File: src/rtl/sdram_colgen_pkg.sv
package sdram_colgen_pkg;

   typedef enum logic {
      ORDER_SEQ = 1'b0,
      ORDER_XOR = 1'b1
   } beat_order_e;

endpackage

File: src/rtl/colgen_len_mask.sv
module colgen_len_mask #(
   parameter int COL_W = 8,
   parameter int LOG_W = 4
) (
   input  logic [LOG_W-1:0] len_log,
   output logic [COL_W-1:0] mask
);

   // mask bit b is set when b lies inside the aligned burst block
   for (genvar b = 0; b < COL_W; b++) begin : g_bit
      assign mask[b] = (len_log > LOG_W'(b));
   end

endmodule

File: src/rtl/colgen_beat_ctrl.sv
module colgen_beat_ctrl #(
   parameter int COL_W = 8
) (
   input  logic             clk,
   input  logic             rst_n,
   input  logic             start,
   input  logic             stop,
   input  logic             full,
   input  logic [COL_W-1:0] mask,
   output logic             active,
   output logic [COL_W-1:0] beat,
   output logic             last
);

   logic             act_q;
   logic [COL_W-1:0] beat_q;

   assign last   = act_q && !full && (beat_q == mask);
   assign active = act_q;
   assign beat   = beat_q;

   always_ff @(posedge clk) begin
      if (!rst_n) begin
         act_q  <= 1'b0;
         beat_q <= '0;
      end else if (start) begin
         act_q  <= 1'b1;
         beat_q <= '0;
      end else if (act_q) begin
         if (stop || last) begin
            act_q <= 1'b0;
         end else begin
            beat_q <= beat_q + COL_W'(1);
         end
      end
   end

endmodule

File: src/rtl/colgen_addr_map.sv
module colgen_addr_map
   import sdram_colgen_pkg::*;
#(
   parameter int COL_W      = 8,
   parameter bit ENABLE_XOR = 1'b1
) (
   input  logic [COL_W-1:0] base_col,
   input  logic [COL_W-1:0] beat,
   input  logic [COL_W-1:0] mask,
   input  beat_order_e      order,
   output logic [COL_W-1:0] col
);

   logic [COL_W-1:0] seq_low;
   assign seq_low = (base_col + beat) & mask;

   if (ENABLE_XOR) begin : g_xor
      logic [COL_W-1:0] xor_low;
      assign xor_low = (base_col ^ beat) & mask;
      always_comb begin
         if (order == ORDER_XOR) col = (base_col & ~mask) | xor_low;
         else                    col = (base_col & ~mask) | seq_low;
      end
   end else begin : g_seq_only
      logic unused_order;
      assign unused_order = order;
      assign col = (base_col & ~mask) | seq_low;
   end

endmodule

File: src/rtl/sdram_burst_colgen.sv
module sdram_burst_colgen
   import sdram_colgen_pkg::*;
#(
   parameter int COL_W         = 8,
   parameter int BL_CODE_W     = 3,
   parameter int MAX_FIXED_LOG = 3,
   parameter bit ENABLE_XOR    = 1'b1
) (
   input  logic                 clk,
   input  logic                 rst_n,
   input  logic                 start,
   input  logic [COL_W-1:0]     start_col,
   input  logic [BL_CODE_W-1:0] bl_code,
   input  logic                 interleave,
   input  logic                 stop,
   output logic                 col_valid,
   output logic [COL_W-1:0]     col_addr,
   output logic                 last_beat
);

   localparam int LOG_W = $clog2(COL_W + 1);

   if (MAX_FIXED_LOG >= COL_W) begin : g_bad_len
      $error("MAX_FIXED_LOG must be below COL_W");
   end
   if ((1 << BL_CODE_W) <= MAX_FIXED_LOG + 1) begin : g_bad_code
      $error("BL_CODE_W leaves no code for full page");
   end

   // decode at the command edge
   logic             dec_full;
   logic [LOG_W-1:0] dec_log;
   beat_order_e      dec_order;

   assign dec_full  = (bl_code > BL_CODE_W'(MAX_FIXED_LOG));
   assign dec_log   = dec_full ? LOG_W'(COL_W) : LOG_W'(bl_code);
   assign dec_order = (dec_full || !interleave) ? ORDER_SEQ : ORDER_XOR;

   // burst context held for the whole burst
   logic [COL_W-1:0] base_q;
   logic [LOG_W-1:0] log_q;
   logic             full_q;
   beat_order_e      order_q;

   always_ff @(posedge clk) begin
      if (!rst_n) begin
         base_q  <= '0;
         log_q   <= '0;
         full_q  <= 1'b0;
         order_q <= ORDER_SEQ;
      end else if (start) begin
         base_q  <= start_col;
         log_q   <= dec_log;
         full_q  <= dec_full;
         order_q <= dec_order;
      end
   end

   logic [COL_W-1:0] mask;
   logic [COL_W-1:0] beat;
   logic             active;
   logic             last;

   colgen_len_mask #(.COL_W(COL_W), .LOG_W(LOG_W)) u_mask (
      .len_log (log_q),
      .mask    (mask)
   );

   colgen_beat_ctrl #(.COL_W(COL_W)) u_ctrl (
      .clk    (clk),
      .rst_n  (rst_n),
      .start  (start),
      .stop   (stop),
      .full   (full_q),
      .mask   (mask),
      .active (active),
      .beat   (beat),
      .last   (last)
   );

   colgen_addr_map #(.COL_W(COL_W), .ENABLE_XOR(ENABLE_XOR)) u_map (
      .base_col (base_q),
      .beat     (beat),
      .mask     (mask),
      .order    (order_q),
      .col      (col_addr)
   );

   assign col_valid = active;
   assign last_beat = last;

endmodule

File: config.mk
export PLATFORM = sky130hd
export DESIGN_NAME = sdram_burst_colgen
export DESIGN_NICKNAME = d
export VERILOG_FILES = /design/src/rtl/sdram_colgen_pkg.sv /design/src/rtl/colgen_len_mask.sv /design/src/rtl/colgen_beat_ctrl.sv /design/src/rtl/colgen_addr_map.sv /design/src/rtl/sdram_burst_colgen.sv
export SDC_FILE = /design/constraint.sdc
export NUM_CORES = 1
export LEC_CHECK = 0
export ABC_AREA = 1
export BUFFER_PORTS_ARGS = -buffer_cell sky130_fd_sc_hd__clkbuf_2
export CORE_MARGIN = 5
export CORE_UTILIZATION = 45
export DETAILED_ROUTE_END_ITERATION = 10
export PLACE_DENSITY = 0.76
export SLEW_MARGIN = 10
export SYNTH_ARGS = -nofsm -noshare
export SYNTH_HDL_FRONTEND = slang
export SYNTH_SLANG_ARGS = --single-unit
File: constraint.sdc
create_clock -name clk -period 4.5 [get_ports clk]
set_input_delay 0.675 -clock clk [delete_from_list [all_inputs] [get_ports clk]]
set_output_delay 0.675 -clock clk [all_outputs]
set_load 0.05 [all_outputs]
Word level (Yosys, flattened, before mapping)

Index checks and enable logic that the tools add are counted.

Register bits after elaboration: 23
Latch bits: 0
RAM bits: 0
Memory bits (read-only): 0
Bits of input ports: 16
Output and inout bits: 10
Logic and storage cells: 41
Memories kept: 0

Add/sub/neg operators: 2
Multipliers: 0
Div/mod/pow operators: 0
$lt $le $gt $ge: 9
Eq/ne operators: 1
Shifts and indexed selects: 0
Mux-type cells: 6
Bitwise logic cells: 9
Reductions and logical operators: 8

Operators with widths:

| kind                                                | number |
|---|---|
| bitwise AND 8 bit                                   | 3 |
| > comparator 4 x 3 -> 1 bit (second input constant) | 4 |
| OR 8 bit                                            | 2 |
| adder 8 x 1 -> 8 bit (second input constant)        | 1 |
| adder 8 bit                                         | 1 |
| equality test 8 bit                                 | 1 |
| > comparator 4 x 1 -> 1 bit (second input constant) | 2 |
| > comparator 4 x 2 -> 1 bit (second input constant) | 2 |
| 2-to-1 mux 8 bit                                    | 1 |
| NOT 8 bit                                           | 1 |
| XOR 8 bit                                           | 1 |
| 2-to-1 mux 1 bit                                    | 4 |
| 2-to-1 mux 4 bit                                    | 1 |
| > comparator 3 x 2 -> 1 bit (second input constant) | 1 |
| logical AND 1 bit                                   | 2 |
| zero test 1 bit                                     | 2 |
| logical OR 1 bit                                    | 2 |
| NOT 1 bit                                           | 2 |
| AND reduction 2 bit                                 | 1 |
| OR reduction 2 bit                                  | 1 |

Logic depth before layout (Yosys ltp)

Gate-level depths: netlist of the first run.

Depth after elaboration: 7
Gate-level depth with buffers: 10
Gate-level depth less buffers: 10

Modules after synthesis

A second synthesis of the first run with hierarchy kept.

Cell total of the unflattened synthesis: 267
Area, all modules: 1647.8 um^2

By module, submodules not included:

| module             | times used | cells each | area an instance (um^2) | sequential area each (um^2) |
|---|---|---|---|---|
| colgen_beat_ctrl   | 1          | 117        | 679.4                   | 180.2 |
| sdram_burst_colgen | 1          | 57         | 460.4                   | 260.2 |
| colgen_addr_map    | 1          | 78         | 437.9                   | 0.0 |
| colgen_len_mask    | 1          | 15         | 70.1                    | 0.0 |

Least setup slack after synthesis of the first run

OpenSTA, ideal clock, no wires.

Path type: reg2out
Start: register u_ctrl.beat_q[0] (netlist: u_ctrl.beat[0])
End: output col_addr[6]
Arrival time: 2.411 ns
Data required time: 3.825 ns
Path slack: 1.414 ns
Cell stages (with the launch flop): 9
Path buffers: 0
Cells stage by stage: dfxtp_1 ha_1 inv_1 fa_1 inv_1 nand4_1 o211ai_1 a21oi_1 o21ai_0

Longest elaborated chain between the ends: 4

RTL lines:

| what                   | RTL line                 | source |
|---|---|---|
| start, declared        | colgen_beat_ctrl.sv:16   | `logic [COL_W-1:0] beat_q;` |
| start signal, assigned | colgen_beat_ctrl.sv:33   | `beat_q <= beat_q + COL_W'(1);` |
| adder 8 bit            | colgen_addr_map.sv:15    | `assign seq_low = (base_col + beat) & mask;` |
| bitwise AND 8 bit      | colgen_addr_map.sv:15    |  |
| OR 8 bit               | colgen_addr_map.sv:22    | `else col = (base_col & ~mask) \| seq_low;` |
| 2-to-1 mux 8 bit       | colgen_addr_map.sv:21    | `if (order == ORDER_XOR) col = (base_col & ~mask) \| xor_low;` |
| end, declared          | sdram_burst_colgen.sv:17 | `output logic [COL_W-1:0] col_addr,` |

No other way between the ends.

Worst setup path in the final report of the first run

Start: register u_ctrl.beat_q[0] (netlist: u_ctrl.beat[0])
End: output col_addr[4]

The elaborated chain is that of the path after synthesis.

==> summary by stage, run 1 <==
Run status
The run finished with clean final reports.

Synthesis
The commonest cells after synthesis are nand2_1 (45), nand3_1 (30), inv_1 (27), dfxtp_1 (22). For this run, asynchronously set or reset flops after synthesis account for 0%. The number of warnings reported in the yosys synthesis log is 0.

By area the synthesized netlist is led by dfxtp_1 (30%), nand2_1 (11%), nand3_1 (10%). The synthesized netlist contains 26 unique library cells. The flop and latch count out of synthesis is 22. The synthesized design contains 0 enable-type register cells. In the synthesized netlist the dominant register cell turns out to be dfxtp_1. The synthesized area per cell is 6.688 um2. Among all cell types in the netlist, the one instantiated most often is nand2_1.

The biggest area contributor in the post-synthesis netlist is dfxtp_1. The number of standard cells after synthesis is between 200 and 250. The synthesized design devotes to its leading area cell type approximately 30% of total area. Synthesis produced a netlist with a net count of about 250. The summed instance area of the synthesized netlist is about 1500 um2. The sequential area share after synthesis is between 20% and 30%.

Timing
The worst slew margin relative to its limit is a little over two thirds. The fmax is between 0.3 and 0.4 GHz. The post-route fraction of the period consumed by the critical path is 65.35%. For the pin with the worst max-slew slack, the measured transition is roughly 0.44 ns. The number of hold violations in the final report is 0. On the final layout, the worst clock skew is about 0.0096 ns. The aggregate negative setup slack is 0 ns.

The final setup violation count is 0. The number of slew-limit violations in the final report is 0. The worst path in the final design needs a cycle of 2.941 ns, including I/O delays and setup. Setup repair after global routing left no endpoint under its margin.

Clocking
Hold repair after CTS inserted 0 buffers. The root buffer cell chosen for the clock tree is clkbuf_4. The level count of the clock H-tree is 1. The total clock sinks is 22. The clock passes through at most 2 buffers. The clock tree from TritonCTS is built. The count of buffers added by post-CTS timing repair for setup is 0. The clock buffer count from CTS is 3. The clock reaches the later pin of the worst-skew pair after ~0.33 ns.

The number of gates resized after cts is 0. Clock-pin slew was measured on the worst setup and hold paths at about 0.13 ns.

Die
The height of the die is about 68 um. Once the floorplan was initialized, standard cells occupied 45.41% of the core. Pin placement for this block handled 26 I/O pins. The die is between 60 and 70 um wide. The region available for standard cell placement spans roughly 3300 um2. The total number of placement rows is 21. The floorplan step defined a die boundary enclosing between 4000 and 5000 um2.

Drt
Across all layers, the routed design uses 1501 vias. In the routed design, unresolved DRC markers number 0. Once detail routing completed, the nets flagged for antenna violations numbered 0. The total detailed-routing wirelength is 3494 um. The average vias per placed instance is 5.088. After the first detailed-routing iteration, the DRC count stood at just under 80.

Before antenna repair, the detailed router went through 4 iterations. The average detailed-routed wire length per instance is roughly 12 um.

Critical path
The largest fanout on the critical path is 6. The worst-path cell with the longest stage delay is dfxtp_1. STA classifies the critical path startpoint as a register. The arrival time of the worst setup path is around 2.3 ns. The worst register-to-register path has a setup slack of 2.84 ns.

The endpoint identified for the worst register-to-register timing path is u_ctrl.beat[1]$_SDFFE_PP0P_. The critical path goes through ha_1 > inv_1 > fa_1 > inv_1 > nand3_1 > a21oi_1 > xnor2_1 > a21oi_1 > clkbuf_2. The number of cells on the worst reg-to-reg path is 9. For the worst setup path, the data required time is 3.83 ns. The source of the worst register-to-register timing path is log_q[3]$_SDFFE_PN0P_. The stage delay of the slowest cell on the critical path is roughly 0.44 ns. STA classifies the critical path endpoint as an output port. The kind of critical path is register to output port.

Hold path
The worst min-delay path category is register to register. The worst hold path terminates at base_q[7]$_SDFFE_PN0P_. The worst hold path passes through 2 cells. The hold path startpoint is base_q[7]$_SDFFE_PN0P_.

Place
The HPWL after detailed placement is around 2800 um. At the end of routability-driven placement, the weighted congestion stood at 0.9239. The quantity of I/O buffers inserted on ports is 25.

Global route
The number of antenna violations at the first check in global routing came to 0. Entering global routing, the biggest net connects 16 pins. The first-pass GRT wire length is ~6300 um. The overflow left after global routing is 0. Global routing used between 10% and 20% of the available tracks across all layers.

The via count of the first global-routing pass is between 1000 and 1500.

Power and ir drop
Power spread over the standard cell area amounts to between 200 and 300 nW/um2. The peak supply drop is 0.0002366 V. The leakage power total is between 0.8 and 0.9 nW.

Flow run
The tool flagged a number of max-cap violations equal to 0.

Layout
The synthesis-to-layout area growth is 15.02%. The fraction of final layout cells sized beyond drive strength 1 is approximately 16%. The post-route core utilization is a little over half.

After the last flow step, the layout net total stands at 275. The number of diodes added for antenna fixing is 0.
[layer usage]
| metal | up-vias | part of all wire, % | GRT usage [%] |
|---|---|---|---|
| met5 | - | 0 | 0 |
| met4 | 0 | 1.3 | 5.063 |
| met3 | 4 | 4.5 | 2.662 |
| met2 | 41 | 47 | 29.40 |
| met1 | 666 | 48 | 23.35 |
| li1 | 790 | - | - |
[how the worst max path moves through the flow]
stage	start	endpoint	slack (ns)	depth (start not counted)
2_1_floorplan	u_ctrl.beat[0]$_SDFFE_PP0P_	col_addr[6]	1.41	8
3_3_place_gp	u_ctrl.beat[0]$_SDFFE_PP0P_	col_addr[6]	1.97	9
3_5_place_dp	u_ctrl.beat[0]$_SDFFE_PP0P_	col_addr[4]	1.95	9
4_1_cts	u_ctrl.beat[0]$_SDFFE_PP0P_	col_addr[4]	1.55	9
5_1_grt	u_ctrl.beat[0]$_SDFFE_PP0P_	col_addr[4]	1.39	9
6_report	u_ctrl.beat[0]$_SDFFE_PP0P_	col_addr[4]	1.56	9
[state kept, by name, summed over array words and instances (netlist names)]
register	count
u_ctrl.beat	8
order_q	1
base_q	8
u_ctrl.active	1
log_q	4
[power breakdown]
| group | switching [mW] | leakage, nW | internal [mW] | total [mW] |
|---|---|---|---|---|
| Clock | 0.0685 | 0.0279 | 0.0901 | 0.159 |
| Sequential | 0.00666 | 0.180 | 0.202 | 0.209 |
| Combinational | 0.0733 | 0.612 | 0.0299 | 0.103 |
| Total | 0.148 | 0.820 | 0.322 | 0.471 |
[area by class of cell]
class	count	area [um2]
clock buffers	3	22.52
clock inverters	1	30.03
fillers	340	1569
inverters	28	105.1
multi-input cells	170	934.6
flip-flops and latches	22	440.4
well taps	46	57.56
repair buffers	25	125.1
[cells in the final DEF, fill, tap and decap left out]
cell type	instances
a211oi_1	1
a21o_1	1
a21oi_1	21
bufinv_16	1
clkbuf_2	25
clkbuf_4	3
dfxtp_1	22
fa_1	1
ha_1	8
inv_1	27
inv_2	1
mux2_2	1
nand2_1	45
nand2_2	2
nand2_4	2
nand3_1	30
nand3_4	1
nand4_1	2
nor2_1	21
nor2_2	3
nor2_4	1
nor3_1	3
o211ai_1	2
o21ai_0	15
o22ai_1	1
xnor2_1	2
xor2_1	7
[per-stage QoR]
| step | cell area [um2] | cells | hold WS, ns | worst slack (ns) | total power [mW] |
|---|---|---|---|---|---|
| finish | 1715 | 295 | 0.4861 | 1.559 | 0.4709 |
| global route | 1715 | 295 | 0.5131 | 1.392 | 0.4928 |
| CTS | 1715 | 295 | 0.4858 | 1.549 | 0.4753 |
| detailed placement | 1663 | 291 | 0.4671 | 1.945 | 0.3166 |
| global placement | 1663 | 291 | 0.4647 | 1.967 | 0.3155 |
| floorplan | 1491 | 223 | 0.4476 | 1.414 | 0.2903 |
[worst max-delay path: cells and delay by family (launching register included)]
kind / cells / cell delay (ns)
adder cells (fa/ha/maj): 2 / 0.59
flip-flops: 1 / 0.44
buffers and inverters: 3 / 0.44
AO/OA/AOI/OAI: 2 / 0.33
XOR/XNOR: 1 / 0.09
AND/OR/NAND/NOR: 1 / 0.07
[cells by family after synthesis]
| kind of cell | after synthesis | synth area share [%] |
|---|---|---|
| simple gates | 110 | 34.06 |
| compound gates | 41 | 14.51 |
| buf+inv | 31 | 7.802 |
| flops | 22 | 29.53 |
| xor+xnor | 9 | 5.286 |
| fa+ha+maj | 9 | 8.054 |
| mux | 1 | 0.7550 |
Note: power is estimated with default switching activity, not from simulation.
==> inputs of run 2 (changes only) <==
Clock period 4.5 ns to 2.8 ns, I/O delays scaled along.
==> summary by stage, run 2 (same netlist as run 1, synthesis figures left out) <==
Clocking
The clock tree from TritonCTS is built. The root buffer cell chosen for the clock tree is clkbuf_4. The clock buffer count from CTS is 3 (unchanged). The clock-pin slew reported for the worst setup and hold paths after clock tree synthesis is 0.13 ns (about the same).

The count of buffers added by post-CTS timing repair for setup is 0 (unchanged). The maximum count of clock buffers along a single path is 2 (unchanged). The total clock sinks came to 22 (unchanged). The level count of the clock H-tree is 1 (unchanged). The clock latency on the worst-skew pair is 0.32 ns (about the same).

Critical path
The depth of the most critical reg-to-reg path is 9 (unchanged). The internal reg-to-reg setup slack was 1.12 ns (-1.72 ns). The source of the critical timing path is u_ctrl.beat[0]$_SDFFE_PP0P_. The data required time of the worst path is 2.38 ns (-1.45 ns). The destination of the worst register-to-register timing path is u_ctrl.beat[1]$_SDFFE_PP0P_. The capturing element type of the critical path is an output port. The setup path with the least slack is of type register to output port. The arrival time of the worst setup path is 2.16 ns (-0.11 ns). The kind of launch point of the worst setup path is a register.

The source of the worst register-to-register timing path is log_q[3]$_SDFFE_PN0P_. The largest fanout on the critical path is 6 (unchanged).

Layout
The area taken by multi-input logic gates is 934.6 um2 (unchanged). The fraction of final layout cells sized beyond drive strength 1 is 16.47% (+0.40 points). In the layout the commonest cells are nand2_1 (45), nand3_1 (30), inv_1 (27). The number of diodes added for antenna fixing was 0 (unchanged). Relative to the synthesized area, the layout overhead comes to 14.35%.

The number of nets in the layout was 275 (unchanged). The fill cell instance count of the final layout is 337 (-0.88%). The most common library cell in the layout ignoring fill and taps is nand2_1. The footprint of the flip-flops and latches is 441.7 um2 (+0.28%).

Drt
The total detailed-routing wirelength was 3435 um (-1.7%). The vias after detailed routing is 1459 (-2.8%). The number of violations reported at the end of detailed-routing iteration 0 came to 60 (-24%). The remaining antenna violation count after routing came to 0 (unchanged). The first-pass detailed-route iteration total is 4 (unchanged). The average vias per placed instance is 4.946 (-2.8%). The number of remaining DRC errors came to 0 (unchanged). The average detailed-routed wire length per instance came to 11.64 um (-1.7%).

Global route
The overflow left after global routing is 0 (unchanged). The via count of the first global-routing pass is 1389 (-3.7%). The largest net degree at the start of global routing is 16 (unchanged).

The global-route usage over all layers is 16.45% (-1.2 points). The number of antenna violations at the first check in global routing is 0 (unchanged). The first-pass GRT wire length is 5796 um (-7.6%).

Hold path
The hold path startpoint is start_col[4]. In this run the worst hold path is classified as input pin to register. The worst hold path terminates at base_q[4]$_SDFFE_PN0P_. The number of stages on the worst hold path is 3 (+1).

Power and ir drop
The leakage power total came to 0.8142 nW (-0.73%). The peak supply drop came to 0.0002676 V (+13%). The ratio of total power to cell area is 401.1 nW/um2 (+46%).

Timing
The worst slew margin relative to its limit was 71.59% (+1.2 points). The fmax is approximately 0.39 GHz. The number of slew-limit violations in the final report is 0 (unchanged). The final setup violation count is 0 (unchanged).

The post-route fraction of the period consumed by the critical path is roughly 90%. Setup repair after global routing left no endpoint under its margin. The final critical delay including setup and external delays is around 2.6 ns. The aggregate negative setup slack is 0 ns (unchanged).

The worst hold-check slack came to 0.3197 ns (-0.1664 ns). The number of hold violations in the final report is 0 (unchanged). The actual transition at the worst max-transition pin was 0.4257 ns (-0.01832 ns).

The post-route clock skew is 0.007347 ns (-0.002289 ns).

Die
The core box area came to 3284 um2 (unchanged). The overall die width is 67.57 um (unchanged). The total number of placement rows is 21 (unchanged). The starting density of the core was 45.41% (unchanged). The height of the die was 67.57 um (unchanged). The total die area came to 4566 um2 (unchanged). The number of I/O pins was 26 (unchanged).

Flow run
The reported max-cap violation count is 0 (unchanged).

Place
The HPWL after detailed placement is 2767 um (+0.11%). The quantity of I/O buffers inserted on ports is 25 (unchanged). The final weighted congestion in routability-driven placement is 0.9278 (+0.42%).

Run status
The flow ran to the end, and the final reports show no timing, DRC or antenna violations.
==> run 2: cell count changes in the layout (fill, tap and decap cells not counted) <==
| cell | delta |
|---|---|
| clkbuf_4 | +2 |
| bufinv_16 | -1 |
| clkbuf_2 | -2 |
| dfxtp_2 | +1 |
| o21ai_0 | -1 |
| clkbuf_8 | +1 |
| o21ai_1 | +1 |
| dfxtp_1 | -1 |
==> run 2: how the worst max path moves through the flow <==
stage	endpoint
4_1_cts	col_addr[4]
3_3_place_gp	col_addr[6]
6_report	col_addr[4]
3_5_place_dp	col_addr[6]
5_1_grt	col_addr[4]
2_1_floorplan	col_addr[3]
==> run 2: critical path, stage by stage, from the launching register on <==
cell	delay [ns]
dfxtp_2	0.40
ha_1	0.18
inv_1	0.06
fa_1	0.40
inv_1	0.09
nand3_1	0.07
a21oi_1	0.18
xnor2_1	0.09
a21oi_1	0.13
clkbuf_4	0.24
==> run 2: through the flow <==
step	power (mW)	instance area, um2	util (%)	instances	worst slack [ns]
after global placement	0.5075	1663	50.63	291	0.5039
after global routing	0.7176	1705	51.92	295	0.07902
final	0.6840	1705	51.92	295	0.2207
after CTS	0.6867	1699	51.73	295	0.1076
after detailed placement	0.5090	1663	50.63	291	0.4944
after floorplan	0.4667	1491	-	223	0.2120
==> run 2: cell type report <==
type / count / area share [%]
inverters: 28 / 6.163
clock buffers: 4 / 2.128
well taps: 46 / 3.375
repair buffers: 25 / 7.630
flip-flops and latches: 22 / 25.90
multi-input cells: 170 / 54.81
==> run 2: repair_timing <==
item | 4_1_cts | 5_1_grt
setup endpoints to repair | 0 | 2
hold buffers | 0 | 0
hold endpoints to repair | 0 | 0
resized for setup | 0 | 5
==> run 2: layer usage <==
layer	routed length (um)	vias to the layer above	track usage (%)	share of wire (%)
li1	-	788	-	-
met1	1768	642	22.00	51
met2	1506	24	27.34	44
met3	110	5	1.498	3.2
met4	50	0	5.823	1.5
met5	0	-	0	0
==> run 2: power by group <==
group | total (mW) | internal, mW | switching (mW)
Clock | 0.181 | 0.0796 | 0.102
Sequential | 0.336 | 0.325 | 0.0108
Combinational | 0.166 | 0.0494 | 0.117
Total | 0.684 | 0.454 | 0.230
==> inputs of run 3 (changes only) <==
Settings changed: CORE_ASPECT_RATIO set to 1.5.
==> summary by stage, run 3 (same netlist as run 1, synthesis figures left out) <==
Critical path
The data required time of the worst path is 2.38 ns (about the same). The arrival time of the worst setup path is 2.19 ns (+0.03 ns). The source of the worst register-to-register timing path is log_q[3]$_SDFFE_PN0P_. The endpoint identified for the worst register-to-register timing path is u_ctrl.beat[2]$_SDFFE_PP0P_.

The internal reg-to-reg setup slack came to 1.16 ns (+0.04 ns). The depth of the most critical reg-to-reg path is 9 (unchanged). The stage delay of the slowest cell on the critical path is 0.43 ns (+0.03 ns). The largest fanout on the critical path was 6 (unchanged). Among cell families on the critical path, the largest total delay comes from adder cells.

The combined buffer and inverter count along the critical path is 3 (unchanged). The worst setup path is launched from a register. STA classifies the critical path endpoint as an output port. The count of cell instances traversed by the critical path was 9 (unchanged). The worst setup path is of the register to output port kind. The signal on the critical path passes through ha_1 > inv_1 > fa_1 > inv_1 > nand3_1 > a21oi_1 > xnor2_1 > a21oi_1 > clkbuf_2. The source of the critical timing path is u_ctrl.beat[0]$_SDFFE_PP0P_. The slowest stage of the critical path is the dfxtp_1 cell.

Die
The core box area was 3191 um2 (-2.9%). The total number of placement rows was 25 (+19%). The total die area is 4589 um2 (+0.52%).

The height of the die came to 80.51 um (+19%). The number of I/O pins is 26 (unchanged). The overall die width is 57.01 um (-16%).

The starting density of the core is 46.75% (+1.3 points).

Clocking
The clock latency on the worst-skew pair is 0.27 ns (-0.05 ns). The count of buffers added by post-CTS timing repair for setup is 0 (unchanged). The clock root buffer is clkbuf_8. The maximum count of clock buffers along a single path is 2 (unchanged). The post-cts hold buffer count was 0 (unchanged). The clock buffer count from CTS was 3 (unchanged). The clock-pin slew reported for the worst setup and hold paths after clock tree synthesis is 0.08 ns (-0.05 ns). The level count of the clock H-tree is 1 (unchanged). The number of gates resized after cts came to 0 (unchanged).

The clock tree from TritonCTS is built. The total clock sinks is 22 (unchanged).

Flow run
The reported max-cap violation count is 0 (unchanged).

Global route
The via count of the first global-routing pass was 1531 (+10%). The first-pass GRT wire length is 6506 um (+12%). The largest net degree at the start of global routing is 16 (unchanged).

The number of antenna violations at the first check in global routing is 0 (unchanged). The overflow left after global routing was 0 (unchanged). The global-route usage over all layers is 17.98% (+1.5 points).

Place
The HPWL after detailed placement is 3032 um (+9.6%). The final weighted congestion in routability-driven placement is 0.9285 (about the same). The setup slack at placement was 0.4950 ns (+0.0005570 ns). The quantity of I/O buffers inserted on ports is 25 (unchanged).

Drt
The remaining antenna violation count after routing was 0 (unchanged). The average vias per placed instance is 5.363 (+8.4%). The first-pass detailed-route iteration total is 4 (unchanged). The average detailed-routed wire length per instance is 12.91 um (+11%). The vias after detailed routing came to 1550 (+6.2%). The number of remaining DRC errors came to 0 (unchanged).

The number of violations reported at the end of detailed-routing iteration 0 was 24 (-60%). The total detailed-routing wirelength came to 3731 um (+8.6%).

Hold path
The hold path startpoint is start_col[4]. In this run the worst hold path is classified as input pin to register. The number of stages on the worst hold path is 3 (unchanged). The end point of the worst hold path is base_q[4]$_SDFFE_PN0P_.

Power and ir drop
The peak supply drop is 0.0002980 V (+11%). The leakage power total came to 0.8277 nW (+1.7%). The ratio of total power to cell area came to 463.5 nW/um2 (+16%).

Layout
The fraction of final layout cells sized beyond drive strength 1 is 16.06% (-0.40 points). The most common library cell in the layout ignoring fill and taps is nand2_1. The number of diodes added for antenna fixing was 0 (unchanged). The synthesis-to-layout area growth is 15.77%. The fill cell instance count of the final layout is 340 (+0.89%). The number of nets in the layout came to 275 (unchanged). In the layout the commonest cells are nand2_1 (45), nand3_1 (30), inv_1 (27).

Timing
The actual transition at the worst max-transition pin is 0.4566 ns (+0.03086 ns). The final worst slack is 0.1865 ns (-0.03420 ns). Setup repair after global routing left no endpoint under its margin. The worst hold-check slack is 0.3740 ns (+0.05426 ns). The post-route clock skew came to 0.001917 ns (-0.005430 ns). The final setup violation count is 0 (unchanged).

The number of hold violations in the final report is 0 (unchanged). The number of slew-limit violations in the final report is 0 (unchanged). The final critical delay including setup and external delays is 2.613 ns (+0.03420 ns).

The aggregate negative setup slack was 0 ns (unchanged). The post-route fraction of the period consumed by the critical path came to 93.34% (+1.2 points). The fmax is 0.3826 GHz (-1.3%).

The worst slew margin relative to its limit is 69.53% (-2.1 points).

Run status
The flow ran to the end, and the final reports show no timing, DRC or antenna violations.
## run 3: cell types whose count changed in the layout (fill, tap and decap cells not counted), sizes merged
cell | previous run | this run
clkbuf | 29 | 28
bufinv | 0 | 1
## run 3: how the worst max path moves through the flow
stage / end
detailed placement: col_addr[4]
finish: col_addr[4]
floorplan: col_addr[3]
CTS: col_addr[4]
global placement: col_addr[4]
global route: col_addr[4]
## run 3: area by class of cell
cell class                      instances  area, um2  area share, %
Sequential cell                        22      440.4          25.51
Tap cell                               40      50.05          2.899
Clock inverter                          1      30.03          1.739
Clock buffer                            3      41.29          2.391
Inverter                               28      105.1          6.087
Multi-Input combinational cell        170      934.6          54.13
Timing Repair Buffer                   25      125.1          7.246
## run 3: worst reg2reg max path, cell delays in order, from the launching register on
cell and delay [ns]:
dfxtp_1 0.38, nor2_4 0.25, nand2_1 0.14, nand2_1 0.08
nand3_1 0.08, nor2_2 0.15, nand3_4 0.15, nand2_4 0.15
nand2_1 0.07, a21oi_1 0.12
## run 3: routing by layer
layer  track usage, %  wire length, um  vias to the layer above
li1                 -                -                      795
met1            18.02             1449                      707
met2            33.30             1927                       33
met3            3.055              139                       15
met4            11.60              215                        0
met5                0                0                        -
## run 3: report_power, final
group | leakage [nW] | internal [mW] | switching [mW]
clock network | 0.0357 | 0.191 | 0.106
logic | 0.612 | 0.0481 | 0.119
registers | 0.180 | 0.325 | 0.0119
## run 3: per-stage QoR
| step | power (mW) | utilization [%] | instances | cell area, um2 |
|---|---|---|---|---|
| after floorplan | 0.4667 | - | 223 | 1491 |
| after global placement | 0.5101 | 51.88 | 285 | 1655 |
| after detailed placement | 0.5118 | 51.88 | 285 | 1655 |
| after CTS | 0.8101 | 54.12 | 289 | 1727 |
| after global routing | 0.8432 | 54.12 | 289 | 1727 |
| final | 0.8004 | 54.12 | 289 | 1727 |
